<file path="src/rtl/rstseq_pkg.sv">
package rstseq_pkg;

  typedef enum logic [2:0] {
    ST_PFAIL     = 3'd0,
    ST_OSC_WAIT  = 3'd1,
    ST_PUP_HOLD  = 3'd2,
    ST_IDLE      = 3'd3,
    ST_WDOG_HOLD = 3'd4,
    ST_PB_HOLD   = 3'd5,
    ST_PB_WAIT   = 3'd6,
    ST_PB_REHOLD = 3'd7
  } seq_state_e;

  function automatic logic state_drives(seq_state_e s);
    return (s != ST_IDLE) && (s != ST_PB_WAIT);
  endfunction

  function automatic logic state_times(seq_state_e s);
    return (s == ST_PUP_HOLD) || (s == ST_WDOG_HOLD) ||
           (s == ST_PB_HOLD)  || (s == ST_PB_REHOLD);
  endfunction

endpackage

</file>
<file path="src/rtl/rstseq_sync.sv">
module rstseq_sync #(
  parameter int STAGES = 2
) (
  input  logic clk,
  input  logic rst_n,
  input  logic async_i,
  output logic level_o,
  output logic fall_o
);

  logic [STAGES-1:0] chain_q;
  logic              prev_q;

  // the chain resets to the idle (released) line level
  always_ff @(posedge clk or negedge rst_n) begin
    if (!rst_n) begin
      chain_q <= '1;
      prev_q  <= 1'b1;
    end else begin
      chain_q <= {chain_q[STAGES-2:0], async_i};
      prev_q  <= chain_q[STAGES-1];
    end
  end

  assign level_o = chain_q[STAGES-1];
  assign fall_o  = prev_q & ~chain_q[STAGES-1];

endmodule

</file>
<file path="src/rtl/rstseq_timer.sv">
module rstseq_timer #(
  parameter int HOLD_TICKS = 1024
) (
  input  logic clk,
  input  logic rst_n,
  input  logic run_i,
  input  logic tick_i,
  output logic done_o
);

  localparam int CW = $clog2(HOLD_TICKS + 1);
  localparam logic [CW-1:0] LIMIT = CW'(HOLD_TICKS);

  logic [CW-1:0] cnt_q, cnt_d;
  logic          cnt_en;

  assign done_o = (cnt_q == LIMIT);
  assign cnt_en = !run_i || (tick_i && !done_o);

  always_comb begin
    cnt_d = cnt_q;
    if (!run_i)
      cnt_d = '0;
    else if (tick_i && !done_o)
      cnt_d = cnt_q + 1'b1;
  end

  always_ff @(posedge clk or negedge rst_n) begin
    if (!rst_n)
      cnt_q <= '0;
    else if (cnt_en)
      cnt_q <= cnt_d;
  end

  AST_CNT_BOUND: assert property (@(posedge clk) disable iff (!rst_n)
    cnt_q <= LIMIT);

  AST_CNT_CLEARS: assert property (@(posedge clk) disable iff (!rst_n)
    !run_i |=> cnt_q == '0);

endmodule

</file>
<file path="src/rtl/rstseq_fsm.sv">
module rstseq_fsm
  import rstseq_pkg::*;
(
  input  logic clk,
  input  logic rst_n,
  input  logic pwr_fail_i,
  input  logic wdog_req_i,
  input  logic osc_off_i,
  input  logic osc_rdy_i,
  input  logic line_lvl_i,
  input  logic line_fall_i,
  input  logic hold_done_i,
  output logic hold_run_o,
  output logic drive_o,
  output logic block_o
);

  seq_state_e state_q, state_d;
  logic       drive_q, block_q;

  always_comb begin
    state_d = state_q;
    if (pwr_fail_i) begin
      state_d = ST_PFAIL;
    end else begin
      case (state_q)
        ST_PFAIL:     state_d = osc_off_i ? ST_OSC_WAIT : ST_PUP_HOLD;
        ST_OSC_WAIT:  if (osc_rdy_i) state_d = ST_PUP_HOLD;
        ST_PUP_HOLD:  if (hold_done_i) state_d = ST_IDLE;
        ST_IDLE: begin
          if (wdog_req_i)       state_d = ST_WDOG_HOLD;
          else if (line_fall_i) state_d = ST_PB_HOLD;
        end
        ST_WDOG_HOLD: if (hold_done_i) state_d = ST_IDLE;
        ST_PB_HOLD:   if (hold_done_i) state_d = ST_PB_WAIT;
        ST_PB_WAIT:   if (line_lvl_i)  state_d = ST_PB_REHOLD;
        ST_PB_REHOLD: if (hold_done_i) state_d = ST_IDLE;
        default:      state_d = ST_PFAIL;
      endcase
    end
  end

  always_ff @(posedge clk or negedge rst_n) begin
    if (!rst_n) begin
      state_q <= ST_PFAIL;
      drive_q <= 1'b1;
      block_q <= 1'b1;
    end else begin
      state_q <= state_d;
      drive_q <= state_drives(state_d);
      block_q <= (state_d != ST_IDLE);
    end
  end

  assign hold_run_o = state_times(state_q);
  assign drive_o    = drive_q;
  assign block_o    = block_q;

  AST_PFAIL_DRIVES: assert property (@(posedge clk) disable iff (!rst_n)
    pwr_fail_i |=> drive_o && block_o);

  AST_DRIVE_BLOCKS: assert property (@(posedge clk) disable iff (!rst_n)
    drive_o |-> block_o);

  AST_HOLD_KEEPS: assert property (@(posedge clk) disable iff (!rst_n)
    (state_q == ST_PUP_HOLD && !pwr_fail_i && !hold_done_i)
      |=> state_q == ST_PUP_HOLD);

  AST_OSC_WAITS: assert property (@(posedge clk) disable iff (!rst_n)
    (state_q == ST_OSC_WAIT && !pwr_fail_i && !osc_rdy_i)
      |=> state_q == ST_OSC_WAIT && drive_o);

  AST_PB_STARTS: assert property (@(posedge clk) disable iff (!rst_n)
    (state_q == ST_IDLE && line_fall_i && !wdog_req_i && !pwr_fail_i)
      |=> state_q == ST_PB_HOLD && drive_o);

  AST_WAIT_RELEASED: assert property (@(posedge clk) disable iff (!rst_n)
    state_q == ST_PB_WAIT |-> !drive_o && block_o);

  AST_WDOG_IDLE: assert property (@(posedge clk) disable iff (!rst_n)
    (state_q == ST_IDLE && wdog_req_i && !pwr_fail_i)
      |=> state_q == ST_WDOG_HOLD);

  AST_WDOG_IGNORED: assert property (@(posedge clk) disable iff (!rst_n)
    (state_q == ST_PB_WAIT && wdog_req_i && !pwr_fail_i && !line_lvl_i)
      |=> state_q == ST_PB_WAIT);

endmodule

</file>
<file path="src/rtl/rstseq_top.sv">
module rstseq_top #(
  parameter int HOLD_TICKS  = 1024,
  parameter int SYNC_STAGES = 2
) (
  input  logic clk,
  input  logic rst_n,
  input  logic tick_i,
  input  logic pwr_fail_i,
  input  logic rst_line_i,
  input  logic wdog_req_i,
  input  logic osc_off_i,
  input  logic osc_rdy_i,
  output logic rst_drive_o,
  output logic bus_block_o
);

  logic line_lvl, line_fall, hold_run, hold_done;

  rstseq_sync #(.STAGES(SYNC_STAGES)) u_sync (
    .clk     (clk),
    .rst_n   (rst_n),
    .async_i (rst_line_i),
    .level_o (line_lvl),
    .fall_o  (line_fall)
  );

  rstseq_timer #(.HOLD_TICKS(HOLD_TICKS)) u_timer (
    .clk    (clk),
    .rst_n  (rst_n),
    .run_i  (hold_run),
    .tick_i (tick_i),
    .done_o (hold_done)
  );

  rstseq_fsm u_fsm (
    .clk         (clk),
    .rst_n       (rst_n),
    .pwr_fail_i  (pwr_fail_i),
    .wdog_req_i  (wdog_req_i),
    .osc_off_i   (osc_off_i),
    .osc_rdy_i   (osc_rdy_i),
    .line_lvl_i  (line_lvl),
    .line_fall_i (line_fall),
    .hold_done_i (hold_done),
    .hold_run_o  (hold_run),
    .drive_o     (rst_drive_o),
    .block_o     (bus_block_o)
  );

endmodule

</file>
<file path="config.mk">
export PLATFORM = sky130hd
export DESIGN_NAME = rstseq_top
export DESIGN_NICKNAME = d
export VERILOG_FILES = /design/src/rtl/rstseq_pkg.sv /design/src/rtl/rstseq_sync.sv /design/src/rtl/rstseq_timer.sv /design/src/rtl/rstseq_fsm.sv /design/src/rtl/rstseq_top.sv
export SDC_FILE = /design/constraint.sdc
export NUM_CORES = 1
export LEC_CHECK = 0
export ABC_AREA = 1
export BUFFER_PORTS_ARGS = -buffer_cell sky130_fd_sc_hd__buf_4
export CELL_PAD_IN_SITES_DETAIL_PLACEMENT = 1
export CELL_PAD_IN_SITES_GLOBAL_PLACEMENT = 1
export CORE_UTILIZATION = 38
export CTS_BUF_LIST = sky130_fd_sc_hd__clkbuf_16
export DETAILED_ROUTE_END_ITERATION = 10
export GPL_ROUTABILITY_DRIVEN = 0
export HOLD_SLACK_MARGIN = 0.02
export PLACE_DENSITY_LB_ADDON = 0.1
export SYNTH_ARGS = -nofsm -noshare
export SYNTH_HDL_FRONTEND = slang
export SYNTH_SLANG_ARGS = --single-unit
</file>
<file path="constraint.sdc">
create_clock -name clk -period 1.35 [get_ports clk]
set_input_delay 0.2025 -clock clk [delete_from_list [all_inputs] [get_ports clk]]
set_output_delay 0.2025 -clock clk [all_outputs]
set_load 0.02 [all_outputs]
</file>
# Yosys cells after proc, flatten, opt, wreduce, memory -nomap -nowiden
# Index checks and enable logic that the tools add are counted.
[op_classes]
reduce_logical = 11
mul = 0
mux = 11
bitwise = 2
n_eq_ne = 11
n_lt_le_gt_ge = 0
shift = 0
div = 0
add_sub_neg = 1
[ops]
columns = ["operator", "count"]
rows = [
  ["11-bit two-way mux", 2],
  ["3-bit two-way mux", 7],
  ["3-bit one-hot mux with 6 select lines", 1],
  ["3-bit equality test (second input constant)", 4],
  ["11-bit by 1-bit adder with 11-bit output (second input constant)", 1],
  ["11-bit equality test (second input constant)", 1],
  ["3-bit by 2-bit equality test with 1-bit output (second input constant)", 2],
  ["1-bit logical OR", 4],
  ["3-bit by 1-bit equality test with 1-bit output (second input constant)", 1],
  ["3-bit zero test", 1],
  ["3-bit by 2-bit != test with 1-bit output (second input constant)", 1],
  ["3-bit != test (second input constant)", 1],
  ["3-bit OR reduction", 1],
  ["1-bit logical AND", 2],
  ["1-bit zero test", 2],
  ["2-bit two-way mux", 1],
  ["2-bit != test (second input constant)", 1],
  ["2-bit AND reduction", 1],
  ["1-bit bitwise AND", 1],
  ["1-bit NOT", 1],
]
[totals]
rom_bits = 0
elab_cells = 42
regBits = 19
out_inout_bits = 2
mem_bits_rw = 0
n_memories = 0
latchBits = 0

# Depth between registers and ports, before layout
# Gate-level depths: netlist of run 1.
[logic_depth]
ltp_word = 8
depth_mapped = 12

# Modules after synthesis
# From an unflattened synthesis of run 1, not the netlist that was laid out.
[hier_totals]
hier_cells = 172
hier_area_um2 = 1335.0
[modules_own_cells]
columns = ["mod", "cells_each", "area_per_inst_um2", "n_inst"]
rows = [
  ["rstseq_timer", 105, 805.8, 1],
  ["rstseq_fsm", 62, 440.4, 1],
  ["rstseq_sync", 5, 88.8, 1],
]

# Worst setup path before layout of run 1
# Ideal clock, no wire load.
[synth_path]
path_kind = "reg2reg"
from = "register u_timer.cnt_q[0]"
to = "register u_timer.cnt_q[9]"
setup_ns = 0.118
setup_slack_ns = -0.126
path_stages_with_launch = 12
t_required_ns = 1.232
t_arrival_ns = 1.358
period_less_slack_ns = 1.476
cell_sequence = "dfrtp_1 > inv_1 > ha_1 > inv_1 > nor2_1 > nand3_2 > nor2_4 > nor2_2 > nor2_1 > nor2_1 > xor2_1 > nor2_1"
[synth_via]
elab_chain_len = 5
elab_cells_between_ends = 9
cone_classes = "add/sub (1); eq/ne (2); mux (2); reduce/logical (4)"
[synth_lines]
columns = ["item", "line_no", "rtl"]
rows = [
  ["start, declared", "rstseq_timer.sv:14", "logic [CW-1:0] cnt_q, cnt_d;"],
  ["start signal, assigned", "rstseq_timer.sv:32", "cnt_q <= cnt_d;"],
  ["branches (longest 5 deep; another with 11-bit by 1-bit adder with 11-bit output)", "n/a", ""],
]
# Parallel ways; which one is timed is not known. The select of a mux whose other input is x is not followed.
# A chain may end at the register's enable or synchronous reset.

# Final worst setup path of run 1
[layout_path]
from = "register u_timer.cnt_q[1]"
to = "register u_timer.cnt_q[9]"
# The elaborated chain is that of the path after synthesis.

==> flow_summary.json, run 1 <==
{
  "cp-startpoint": "u_timer.cnt_q[1]",
  "area_delta_synth_final_pct": 54.47,
  "syn-cell-area_sq_mm": 0.001204,
  "insertion_delay_ps": 260,
  "slew-limit-headroom_pct": 77.00,
  "status": "complete, but fails checks",
  "drc": 0,
  "crit_arrival_ps": 1950,
  "p_sw_uw": 743.5,
  "clockBufferDepth": 2,
  "total_power_uw": 2113,
  "r2r-start": "u_timer.cnt_q[1]",
  "first_pass_iters": 4,
  "fin_hold_ws_ps": 55.87,
  "cts.sinks": 19,
  "clock_power_share_pct": 29.5,
  "yosys-top-cells-area": "dfrtp_1 (29%), dfstp_2 (11%), nand2_1 (11%)",
  "clk_pin_slew_worst_paths_ps": 60,
  "die_area_sq_mm": 0.003397,
  "synthCells": 166,
  "antenna_found_initial": 0,
  "diodes": 0,
  "power_frac_comb_pct": 38.9,
  "leakage_uw": 0.0009146,
  "root_buffer": "clkbuf_16",
  "core_area_sq_mm": 0.003028,
  "fin_skew_ps": 6.809,
  "avgViaCountPerCell": 5.077,
  "nNetsFinal": 227,
  "powerDensity_mw_per_mm2": 1136,
  "path_max_fanout": 3,
  "ys.flop_type": "dfrtp_1",
  "cts_buffers": 3,
  "grt_max_degree": 20,
  "final_cell_count_no_fill": 260,
  "h-tree-depth": 1,
  "seq_area_frac_synth_pct": 40.02,
  "worstSetupEndpointType": "register",
  "netlist.area_leader.share_pct": 29.11,
  "p_int_uw": 1369,
  "rows": 20,
  "period_needed_ps": 1761,
  "period_share_pct": 130.5,
  "tightest_slew_ps": 342.4,
  "setup_viol_count_final": 15,
  "yosysWarnings": 0,
  "synthTopCellsByCount": "nand2_1 (35), inv_1 (26), nor2_1 (20), dfrtp_1 (14), nand3_1 (12)",
  "hold-path-cell-count": 1,
  "rsz0062_at_grt": "yes",
  "synth.most_common_cell": "nand2_1",
  "fmax_ghz": 0.5678,
  "grt_pass1_vias": 1370,
  "die_w_um": 58.28,
  "violations": "setup timing",
  "synthArstFlopShare_pct": 100.0,
  "drive_above_1_share_pct": 50.93,
  "fin_ws_ps": -411.3,
  "slew_violations": 0,
  "r2r_cells": 11,
  "min-delay-start": "rst_line_i",
  "grt_util_all_layers_pct": 25.75,
  "yosysTopAreaCell": "dfrtp_1",
  "seqCellArea_sq_um": 481.7,
  "grt_pass1_wl_um": 6513,
  "crit_path_start_kind": "register",
  "hpwlAfterDp_um": 2724,
  "grt.overflow.total": 0,
  "hold_viol_final": 0,
  "min_to": "u_sync.chain_q[0]",
  "place_inst": 243,
  "reg2reg_slack_ps": -410,
  "hp-class": "input port to register",
  "switching_share_pct": 35.19,
  "ir_drop_uv": 674.0,
  "fin_setup_tns_ps": -3707,
  "rr_endpoint": "u_timer.cnt_q[9]",
  "start_util_pct": 39.75,
  "antenna_left": 0,
  "synth_seq_cells": 19,
  "worstPathRequired_ps": 1530,
  "cap_violations": 0,
  "ys_types": 25,
  "routed_wl_um": 4633,
  "port_buffers": 9,
  "syn_area_per_cell_sq_um": 7.251,
  "die_h_um": 58.28,
  "synthesis.nets": 176,
  "post-place-ws_ps": -270.5,
  "drt-wirelength-per-cell_um": 17.82,
  "fillCellCount": 364,
  "p_seq_share_pct": 31.6,
  "ios": 10,
  "multi_input_comb_area_sq_um": 759.5,
  "vias": 1320,
  "synth_edf_count": 0,
  "cts_tree": "yes",
  "crit_type": "register to register",
  "drt_iter0_drc": 34
}
## worst max path at each step
stage | slack [ps] | to | cells past startpoint
3_5_place_dp | -270 | u_timer.cnt_q[9] | 11
5_1_grt | -520 | u_timer.cnt_q[9] | 11
3_3_place_gp | -240 | u_timer.cnt_q[9] | 11
4_1_cts | -230 | u_timer.cnt_q[9] | 11
6_report | -410 | u_timer.cnt_q[9] | 11
2_1_floorplan | -90 | u_timer.cnt_q[9] | 11
## registers in the layout, indices dropped and copies added, names as in the netlist
signal          flops
u_timer.cnt_q      11
u_fsm.state_q       3
u_sync.chain_q      2
u_fsm.block_o       1
u_fsm.drive_o       1
u_sync.prev_q       1
## power groups by stage
stage	Combinational (uW)	Clock, uW	Sequential (uW)
6_report	821	624	667
5_1_grt	895	649	671
4_1_cts	695	630	660
3_5_place_dp	615	0	670
3_3_place_gp	593	0	667
2_1_floorplan	395	0	667
## placed cells by master, fill, tap and decap left out, drive strengths merged
cell,n
and2,1
a21oi,7
clkinv,1
nand4,3
ha,2
nor2,26
dfrtp,14
buf,47
dfstp,5
dlygate4sd3,1
nor3b,1
nor3,4
xor2,1
nand3,15
inv,28
o21ai,13
clkbuf,3
nor4,2
nand2,42
## layer usage
metal  part of all wire [%]  vias to the layer above  track usage, %  routed length [um]
met5                      0                        -               0                   0
met4                    1.8                        0           4.422                  82
li1                       -                      626               -                   -
met3                    3.7                       12           4.464                 170
met1                     43                      650           31.30                2005
met2                     51                       32           47.78                2374
## logic make-up (layout without fill, tap and decap cells)
kind of cell / Yosys count / after routing / share of synthesized area [%]
AND/OR/NAND/NOR: 94 / 94 / 37.63
buffers and inverters: 30 / 80 / 10.60
flip-flops: 19 / 19 / 40.02
XOR/XNOR: 1 / 1 / 0.7278
AO/OA/AOI/OAI: 20 / 20 / 8.939
adder cells (fa/ha/maj): 2 / 2 / 2.079
## layout make-up
cell class | count | share of cell area [%]
multi-input cells | 117 | 40.85
clock buffers | 3 | 4.038
well taps | 44 | 2.961
clock inverters | 1 | 0.2692
flip-flops and latches | 19 | 25.91
repair buffers | 48 | 20.32
inverters | 28 | 5.653
## worst max-delay path, stage by stage, from the launching register on
cell and delay (ps):
dfrtp_1 410, inv_2 90, ha_4 140, inv_2 40
nor2_2 100, nand3_2 140, nor2_4 200, nor2_2 90
nor2_2 150, nor2_1 80, xor2_1 140, nor2_1 110
## through the flow
stage	area (sq um)	util, %
final	1859	61.41
after global routing	1859	61.41
after CTS	1742	57.52
after detailed placement	1520	50.21
after global placement	1520	50.21
after floorplan	1225	-
## repair_timing
item / 4_1_cts / 5_1_grt
endpoints found under the setup margin: 15 / 15
buffers inserted: 6 / 6
gates resized for setup: 24 / 19
hold buffers: 1 / 0
hold endpoints to repair: 14 / 0
pin swaps: 7 / 11
(Power assumes the default switching activity.)
==> run 2: changes to the inputs <==
--- a/config.mk
+++ b/config.mk
@@ -9,12 +9,12 @@
 export BUFFER_PORTS_ARGS = -buffer_cell sky130_fd_sc_hd__buf_4
 export CELL_PAD_IN_SITES_DETAIL_PLACEMENT = 1
 export CELL_PAD_IN_SITES_GLOBAL_PLACEMENT = 1
-export CORE_UTILIZATION = 38
+export CORE_UTILIZATION = 25
 export CTS_BUF_LIST = sky130_fd_sc_hd__clkbuf_16
 export DETAILED_ROUTE_END_ITERATION = 10
 export GPL_ROUTABILITY_DRIVEN = 0
 export HOLD_SLACK_MARGIN = 0.02
-export PLACE_DENSITY_LB_ADDON = 0.1
+export PLACE_DENSITY_LB_ADDON = 0.3
 export SYNTH_ARGS = -nofsm -noshare
 export SYNTH_HDL_FRONTEND = slang
 export SYNTH_SLANG_ARGS = --single-unit
==> run 2 against run 1 <==
  * The run still ends with setup timing left
  * Critical path depth stayed put
  * Critical endpoint unchanged
  * Final cell count up 0.77%
  * Design area is 4.7% lower
  * Combinational power decreased by 14%
  * Clock skew about the same
  * Via count shrank 8.7%
  * Routed wire length is 21% lower
  * Largest power group unchanged
  * Count of clock-buffer cells in the layout unchanged
  * Worst hold slack improved by 1.7 ps
  * Sequential power is 1% lower
  * Total power shrank 6.1%
  * Worst setup slack improved by 170 ps
  * Largest cell class unchanged
==> flow_summary.json, run 2 (synthesis gave the netlist of run 1 again) <==
{
  "clk_pin_slew_worst_paths_ps": 60,
  "crit_arrival_ps": 1770,
  "fin_ws_ps": -241.5,
  "r2r-start": "u_timer.cnt_q[0]",
  "grt_pass1_wl_um": 5961,
  "leakage_uw": 0.0008552,
  "ios": 10,
  "antenna_found_initial": 0,
  "status": "complete, but fails checks",
  "powerDensity_mw_per_mm2": 1119,
  "routed_wl_um": 3637,
  "drc": 0,
  "slew-limit-headroom_pct": 81.14,
  "period_share_pct": 117.9,
  "fin_area_sq_mm": 0.001772,
  "cts_buffers": 3,
  "root_buffer": "clkbuf_16",
  "die_w_um": 71.39,
  "grt_util_all_layers_pct": 15.07,
  "cts_tree": "yes",
  "switching_share_pct": 33.47,
  "endpoint": "u_timer.cnt_q[9]",
  "cap_violations": 0,
  "vias": 1205,
  "insertion_delay_ps": 250,
  "grt_max_degree": 20,
  "nNetsFinal": 221,
  "cts.sinks": 19,
  "core_area_sq_mm": 0.004504,
  "grt.overflow.total": 0,
  "drt_iter0_drc": 50,
  "reg2reg_slack_ps": -240,
  "path_max_fanout": 3,
  "rr_endpoint": "u_timer.cnt_q[9]",
  "port_buffers": 9,
  "ir_drop_uv": 410.3,
  "drt-wirelength-per-cell_um": 13.88,
  "p_int_uw": 1319,
  "rsz0062_at_grt": "yes",
  "total_power_uw": 1983,
  "crit_type": "register to register",
  "h-tree-depth": 1,
  "r2r_cells": 11,
  "worstPathRequired_ps": 1530,
  "largest-register": "u_timer.cnt_q",
  "largest_reg_flops": 11,
  "min-delay-start": "rst_line_i",
  "clock_power_share_pct": 31.2,
  "p_sw_uw": 663.7,
  "slew_violations": 0,
  "p_seq_share_pct": 33.2,
  "drive_above_1_share_pct": 43.33,
  "die_area_sq_mm": 0.005096,
  "hpwlAfterDp_um": 2741,
  "fin_skew_ps": 6.358,
  "cp-startpoint": "u_timer.cnt_q[0]",
  "power_frac_comb_pct": 35.6,
  "area_delta_synth_final_pct": 47.19,
  "hold_viol_final": 0,
  "crit_path_start_kind": "register",
  "postPlaceCellArea_sq_mm": 0.001523,
  "top_regs": "u_timer.cnt_q x11, u_fsm.state_q x3, u_sync.chain_q x2",
  "first_pass_iters": 3,
  "avgViaCountPerCell": 4.599,
  "worstSetupEndpointType": "register",
  "violations": "setup timing",
  "hp-class": "input port to register",
  "start_util_pct": 26.72,
  "post-place-ws_ps": -274.2,
  "tightest_slew_ps": 280.7,
  "rows": 24,
  "period_needed_ps": 1592,
  "setup_viol_count_final": 15,
  "layout_common_cells": "buf_4 (38), nand2_1 (34), inv_1 (23), nor2_1 (16), dfrtp_1 (14)",
  "die_h_um": 71.39,
  "grt_pass1_vias": 1321,
  "fmax_ghz": 0.6283,
  "diodes": 0,
  "antenna_left": 0,
  "layout_commonest_cell": "buf_4",
  "clockBufferDepth": 2
}
## run 2: cell types whose count changed in the layout (fill, tap and decap cells not counted), moves of 2 or more
cell     before  now
o21ai_2       7    4
inv_1        20   23
nand3_2       6    4
nand2_2       8    5
inv_2         8    5
buf_4        43   38
nand2_1      30   34
o21ai_1       2    6
## run 2: how the worst min path moves through the flow
| stage | endpoint | slack, ps | cells past startpoint |
|---|---|---|---|
| CTS | u_sync.chain_q[0] | 50 | 1 |
| global placement | u_timer.cnt_q[3] | 100 | 1 |
| detailed placement | u_timer.cnt_q[3] | 100 | 1 |
| floorplan | u_fsm.state_q[0] | -90 | 0 |
| global route | u_sync.chain_q[0] | 50 | 1 |
| finish | u_sync.chain_q[0] | 60 | 1 |
## run 2: repair_timing
action | 4_1_cts | 5_1_grt
hold buffers | 1 | 0
buffers inserted | 6 | 1
setup endpoints to repair | 15 | 15
pin swaps | 6 | 10
hold endpoints to repair | 14 | 0
gates resized for setup | 14 | 14
## run 2: power by group through the flow
stage	logic [uW]	registers, uW	clock network (uW)
2_1_floorplan	395	667	0
3_3_place_gp	575	668	0
3_5_place_dp	599	668	0
4_1_cts	664	659	636
5_1_grt	781	665	655
6_report	705	659	619
## run 2: through the flow
stage,utilization (%),cells,hold slack (ps),TNS (ps)
6_report,39.33,262,57.62,-2017
5_1_grt,39.33,262,51.13,-3403
4_1_cts,37.89,261,54.71,-1723
3_5_place_dp,33.81,250,101.0,-1713
3_3_place_gp,33.81,250,98.42,-1003
2_1_floorplan,-,166,-93.09,-168.7
## run 2: cell type report
class	count	area [sq um]
well taps	52	65.06
clock buffers	3	75.07
repair buffers	42	329.1
inverters	28	105.1
flip-flops and latches	19	481.7
fillers	560	2733
multi-input cells	117	710.7
clock inverters	1	5.005
## run 2: per-layer routing
layer	vias up	part of all wire (%)	GRT usage (%)
met5	-	0	0
met4	0	0.96	3.111
met3	4	2.6	3.938
met2	12	49	26.77
met1	582	47	18.33
li1	607	-	-
## run 2: worst max-delay path, stage by stage, from the launching register on
cell	delay [ps]
dfrtp_1	390
inv_2	80
ha_4	140
inv_2	40
nor2_4	90
nand3_4	100
nor2_4	160
nor2_2	80
nor2_2	130
nor2_1	70
xor2_1	140
nor2_1	100
